**config.mk**
```make
export PLATFORM = sky130hd
export DESIGN_NAME = rdl_out_latch
export DESIGN_NICKNAME = d
export VERILOG_FILES = /design/src/rtl/rdl_out_pkg.sv /design/src/rtl/rdl_pulse_gen.sv /design/src/rtl/rdl_hold_latch.sv /design/src/rtl/rdl_lane_drv.sv /design/src/rtl/rdl_out_latch.sv
export SDC_FILE = /design/constraint.sdc
export NUM_CORES = 1
export LEC_CHECK = 0
export ABC_CLOCK_PERIOD_IN_PS = 1700
export BUFFER_PORTS_ARGS = -buffer_cell sky130_fd_sc_hd__buf_4
export CAP_MARGIN = 25
export CELL_PAD_IN_SITES_DETAIL_PLACEMENT = 2
export CELL_PAD_IN_SITES_GLOBAL_PLACEMENT = 2
export CORE_UTILIZATION = 26
export CTS_CLUSTER_DIAMETER = 40
export DETAILED_ROUTE_END_ITERATION = 16
export PLACE_DENSITY_LB_ADDON = 0.08
export SKIP_CTS_REPAIR_TIMING = 1
export SYNTH_ARGS = -nofsm -noshare
export SYNTH_HDL_FRONTEND = slang
export SYNTH_SLANG_ARGS = --single-unit
```
**constraint.sdc**
```tcl
create_clock -name clk -period 1.7 [get_ports clk]
set_clock_uncertainty 0.05 [all_clocks]
set_input_delay 0.425 -clock clk [delete_from_list [all_inputs] [get_ports clk]]
set_output_delay 0.425 -clock clk [all_outputs]
set_load 0.02 [all_outputs]
```
**src/rtl/rdl_out_pkg.sv**
```systemverilog
package rdl_out_pkg;

    localparam int ANG_W  = 14;
    localparam int BYTE_W = 8;
    localparam int LANES  = 2;
    localparam int LO_W   = ANG_W - BYTE_W;
    localparam int PAD_W  = BYTE_W - LO_W;

    typedef enum logic [1:0] {
        PH_IDLE = 2'd0,
        PH_BUSY = 2'd1,
        PH_GAP  = 2'd2
    } pulse_ph_t;

    typedef struct packed {
        logic [BYTE_W-1:0] hi;
        logic [BYTE_W-1:0] lo;
    } lane_pair_t;

    function automatic lane_pair_t split_angle(input logic [ANG_W-1:0] ang);
        lane_pair_t r;
        r.hi = ang[ANG_W-1:LO_W];
        r.lo = {ang[LO_W-1:0], {PAD_W{1'b0}}};
        return r;
    endfunction

endpackage

```
**src/rtl/rdl_pulse_gen.sv**
```systemverilog
module rdl_pulse_gen
    import rdl_out_pkg::*;
#(
    parameter int BUSY_CYC = 47,
    parameter int GAP_CYC  = 19
) (
    input  logic clk,
    input  logic rst,
    input  logic step_i,
    output logic busy_o
);
    localparam int MAXC = (BUSY_CYC > GAP_CYC) ? BUSY_CYC : GAP_CYC;
    localparam int CW   = $clog2(MAXC + 1);
    localparam logic [CW-1:0] BUSY_LD = CW'(BUSY_CYC - 1);
    localparam logic [CW-1:0] GAP_LD  = CW'(GAP_CYC - 1);

    pulse_ph_t      ph_q;
    logic [CW-1:0]  cnt_q;
    logic           pend_q;
    logic           take;

    assign take = pend_q | step_i;

    always_ff @(posedge clk) begin
        if (rst) begin
            ph_q   <= PH_IDLE;
            cnt_q  <= '0;
            pend_q <= 1'b0;
        end else begin
            case (ph_q)
                PH_IDLE: begin
                    if (take) begin
                        ph_q   <= PH_BUSY;
                        cnt_q  <= BUSY_LD;
                        pend_q <= 1'b0;
                    end
                end
                PH_BUSY: begin
                    if (step_i) pend_q <= 1'b1;
                    if (cnt_q == '0) begin
                        ph_q  <= PH_GAP;
                        cnt_q <= GAP_LD;
                    end else begin
                        cnt_q <= cnt_q - 1'b1;
                    end
                end
                PH_GAP: begin
                    if (cnt_q == '0) begin
                        if (take) begin
                            ph_q   <= PH_BUSY;
                            cnt_q  <= BUSY_LD;
                            pend_q <= 1'b0;
                        end else begin
                            ph_q <= PH_IDLE;
                        end
                    end else begin
                        cnt_q <= cnt_q - 1'b1;
                        if (step_i) pend_q <= 1'b1;
                    end
                end
                default: ph_q <= PH_IDLE;
            endcase
        end
    end

    assign busy_o = (ph_q == PH_BUSY);

endmodule

```
**src/rtl/rdl_hold_latch.sv**
```systemverilog
module rdl_hold_latch
    import rdl_out_pkg::*;
(
    input  logic             clk,
    input  logic             rst,
    input  logic             inh_n,
    input  logic             busy,
    input  logic [ANG_W-1:0] cnt_val,
    output logic [ANG_W-1:0] latch_q,
    output logic             frozen_q
);
    // Freeze takes hold only on an edge that sees busy low; once frozen it
    // stays frozen until the request is withdrawn.
    logic frz_d;
    assign frz_d = ~inh_n & (frozen_q | ~busy);

    always_ff @(posedge clk) begin
        if (rst) begin
            latch_q  <= '0;
            frozen_q <= 1'b0;
        end else begin
            if (!frozen_q) latch_q <= cnt_val;
            frozen_q <= frz_d;
        end
    end

endmodule

```
**src/rtl/rdl_lane_drv.sv**
```systemverilog
module rdl_lane_drv
    import rdl_out_pkg::*;
(
    input  logic                    rst,
    input  logic [ANG_W-1:0]        angle,
    input  logic [LANES-1:0]        en_n,
    output logic [LANES*BYTE_W-1:0] bus_d,
    output logic [LANES-1:0]        bus_oe
);
    lane_pair_t             pair;
    logic [BYTE_W-1:0]      lane_src [LANES];

    assign pair        = split_angle(angle);
    assign lane_src[1] = pair.hi;
    assign lane_src[0] = pair.lo;

    for (genvar g = 0; g < LANES; g++) begin : g_lane
        assign bus_oe[g] = ~rst & ~en_n[g];
        assign bus_d[g*BYTE_W +: BYTE_W] = bus_oe[g] ? lane_src[g] : '0;
    end

endmodule

```
**src/rtl/rdl_out_latch.sv**
```systemverilog
module rdl_out_latch
    import rdl_out_pkg::*;
#(
    parameter int BUSY_CYC = 47,
    parameter int GAP_CYC  = 19
) (
    input  logic                    clk,
    input  logic                    rst,
    input  logic [ANG_W-1:0]        cnt_val,
    input  logic                    step_i,
    input  logic                    inh_n,
    input  logic                    en_hi_n,
    input  logic                    en_lo_n,
    output logic                    busy_o,
    output logic [LANES*BYTE_W-1:0] bus_d,
    output logic [LANES-1:0]        bus_oe
);
    logic [ANG_W-1:0] latch_q;
    logic             frozen_q;

    rdl_pulse_gen #(
        .BUSY_CYC (BUSY_CYC),
        .GAP_CYC  (GAP_CYC)
    ) u_pulse (
        .clk    (clk),
        .rst    (rst),
        .step_i (step_i),
        .busy_o (busy_o)
    );

    rdl_hold_latch u_hold (
        .clk      (clk),
        .rst      (rst),
        .inh_n    (inh_n),
        .busy     (busy_o),
        .cnt_val  (cnt_val),
        .latch_q  (latch_q),
        .frozen_q (frozen_q)
    );

    rdl_lane_drv u_lane (
        .rst    (rst),
        .angle  (latch_q),
        .en_n   ({en_hi_n, en_lo_n}),
        .bus_d  (bus_d),
        .bus_oe (bus_oe)
    );

endmodule

```
==> results.sh <==
export IMPL_run_status="complete, no violations"
export IMPL_path_clk_slew_ns=0.08
export IMPL_max_freq_ghz=0.611
export IMPL_dieArea_um2=5500
export IMPL_place_congestion=0.818
export IMPL_synth_main_ff_cell="dfxtp_1"
export IMPL_pre_cts_slack_ns=-0.0384
export IMPL_num_antenna_cells=0
export IMPL_final_area_um2=1960
export IMPL_ff2ff_setup_slack_ns=0.08
export IMPL_hp_start="inh_n"
export IMPL_synth_top_area_share_pct=35.5
export IMPL_cp_end_kind="output port"
export IMPL_synth_cells=157
export IMPL_die_h_um=74.2
export IMPL_h_tree_depth=1
export IMPL_hpwl_um=3490
export IMPL_whs_path_depth=2
export IMPL_globalRouteOverflowTotal=0
export IMPL_async_flop_share_pct=0
export IMPL_antenna_found_initial=0
export IMPL_layout_common_cells="buf_4 (56), dfxtp_1 (22), nor2_1 (18)"
export IMPL_drc=0
export IMPL_reg2reg_from="u_pulse.ph_q[0]"
export IMPL_utilization_pct=40.2
export IMPL_fin_crit_ns=1.64
export IMPL_viasPerCell=4.81
export IMPL_holdWs_ns=0.250
export IMPL_grt_pass1_wl_um=7000
export IMPL_portBuffers=36
export IMPL_critPathKind="input port to output port"
export IMPL_die_w_um=74.2
export IMPL_final_common_cell="buf_4"
export IMPL_wl_per_cell_um=16.3
export IMPL_place_area_um2=1850
export IMPL_setup_viol=0
export IMPL_finalCritPeriodShare_pct=96.3
export IMPL_synthTopCellsByArea="dfxtp_1 (35%), mux2i_1 (10%), and2_1 (6.5%), nor2_1 (5.8%), ha_1 (5.5%)"
export IMPL_pin_count=39
export IMPL_rows=25
export IMPL_vias=1331
export IMPL_seq_area_frac_synth_pct=35.5
export IMPL_hp_class="input port to flop"
export IMPL_clock_latency_ns=0.27
export IMPL_syn_avg_cell_area_um2=8.63
export IMPL_drv_slew=0
export IMPL_p_leak_nw=0.831
export IMPL_start_kind="input port"
export IMPL_clockBufferDepth=2
export IMPL_layout_setup_ws_ns=0.0625
export IMPL_cts_sinks=24
export IMPL_cp_data_required_time_ns=1.22
export IMPL_power_density_nw_per_um2=878
export IMPL_hold_violations=0
export IMPL_drt_iter0_markers=16
export IMPL_cp_max_fo=9
export IMPL_grt_max_degree=13
export IMPL_start_util_pct=27.8
export IMPL_dr_pass1_iters=3
export IMPL_grt_pass1_vias=1435
export IMPL_routed_wl_um=4520
export IMPL_synth_top_cell_by_area="dfxtp_1"
export IMPL_layout_drive_gt1_share_pct=39.5
export IMPL_holdPathEnd="u_hold.frozen_q"
export IMPL_max_cap_viol_count=0
export IMPL_fill_cells=575
export IMPL_cp_data_arrival_time_ns=1.16
export IMPL_synthToLayoutAreaGrowth_pct=44.9
export IMPL_layout_nets=238
export IMPL_synth_edf_count=0
export IMPL_timing_rr_end="u_pulse.cnt_q[2]"
export IMPL_synth_warnings=0
export IMPL_netlist_area_um2=1360
export IMPL_synth_seq_cells=24
export IMPL_grt_usage_pct=17.3
export IMPL_cts_made_buffers=3
export IMPL_ant_nets=0
export IMPL_fp_coreArea_um2=4880
export IMPL_synth_distinct_cells=45
export IMPL_cts_tree="built"
export IMPL_r2r_cells=6
export IMPL_cts_root_buf="clkbuf_8"
export IMPL_max_vdd_ir_drop_mv=0.343
stage by stage:
| step | power [mW] | std cells | TNS (ns) |
|---|---|---|---|
| CTS | 1.66 | 277 | -0.169 |
| global route | 1.83 | 277 | -0.0209 |
| finish | 1.72 | 277 | 0 |
| detailed placement | 1.31 | 274 | -0.0714 |
| global placement | 1.28 | 274 | 0 |
| floorplan | 1.03 | 158 | -0.0933 |
worst max-delay path by stage:
stage | from | to | depth (start not counted)
global placement | u_pulse.cnt_q[1] | u_pulse.cnt_q[2] | 6
floorplan | rst | bus_d[10] | 3
CTS | u_pulse.cnt_q[1] | u_pulse.cnt_q[1] | 6
detailed placement | u_pulse.ph_q[0] | u_pulse.cnt_q[2] | 6
global route | u_pulse.cnt_q[3] | u_pulse.cnt_q[1] | 4
finish | rst | bus_d[14] | 4
where the power goes:
group / total [mW] / switching (mW) / internal [mW]
sequential: 0.672 / 0.0572 / 0.615
combinational: 0.702 / 0.366 / 0.336
clock: 0.349 / 0.190 / 0.159
final cells by class:
cell class | instances | area (um2) | share of cell area [%]
clock buffer | 3 | 41.3 | 2.10
inverter | 10 | 37.5 | 1.91
multi-input combinational | 116 | 877 | 44.7
sequential | 24 | 483 | 24.6
tap | 67 | 83.8 | 4.27
timing repair buffer | 57 | 440 | 22.4
metal layers:
| layer | track usage [%] | vias to the layer above | part of all wire (%) |
|---|---|---|---|
| met3 | 2.71 | 9 | 4.2 |
| li1 | - | 655 | - |
| met1 | 19.5 | 630 | 42 |
| met4 | 9.19 | 0 | 3.0 |
| met5 | 0 | - | 0 |
| met2 | 31.3 | 37 | 51 |
kinds of logic after synthesis:
logic type	after synthesis	synth area share (%)
XOR/XNOR	1	0.646
AND/OR/NAND/NOR	59	23.2
buffers and inverters	18	5.73
flip-flops	24	35.5
adder cells (fa/ha/maj)	6	5.54
multiplexers	14	10.3
other	1	0.277
AO/OA/AOI/OAI	34	18.8
synth_stat cells (all sizes together) (2+ instances only):
library cell	n
o21ai	4
nor3	5
clkbuf	2
ha	6
and2	14
inv	10
nor2b	2
a21oi	8
o21a	2
dfxtp	24
o22ai	2
nor2	22
nand2	6
o211ai	2
buf	6
mux2i	14
nand3	2
a211oi	2
nand4	2
a311oi	2
state kept, by name (all words and copies together) (netlist names):
name / count
u_pulse.pend_q: 1
u_pulse.ph_q: 2
u_hold.frozen_q: 1
u_hold.latch_q: 14
u_pulse.cnt_q: 6
critical path: stages:
cell,delay [ns]
buf_4,0.15
nor2_2,0.27
and2_1,0.18
buf_4,0.14
(Power assumes the default switching activity.)
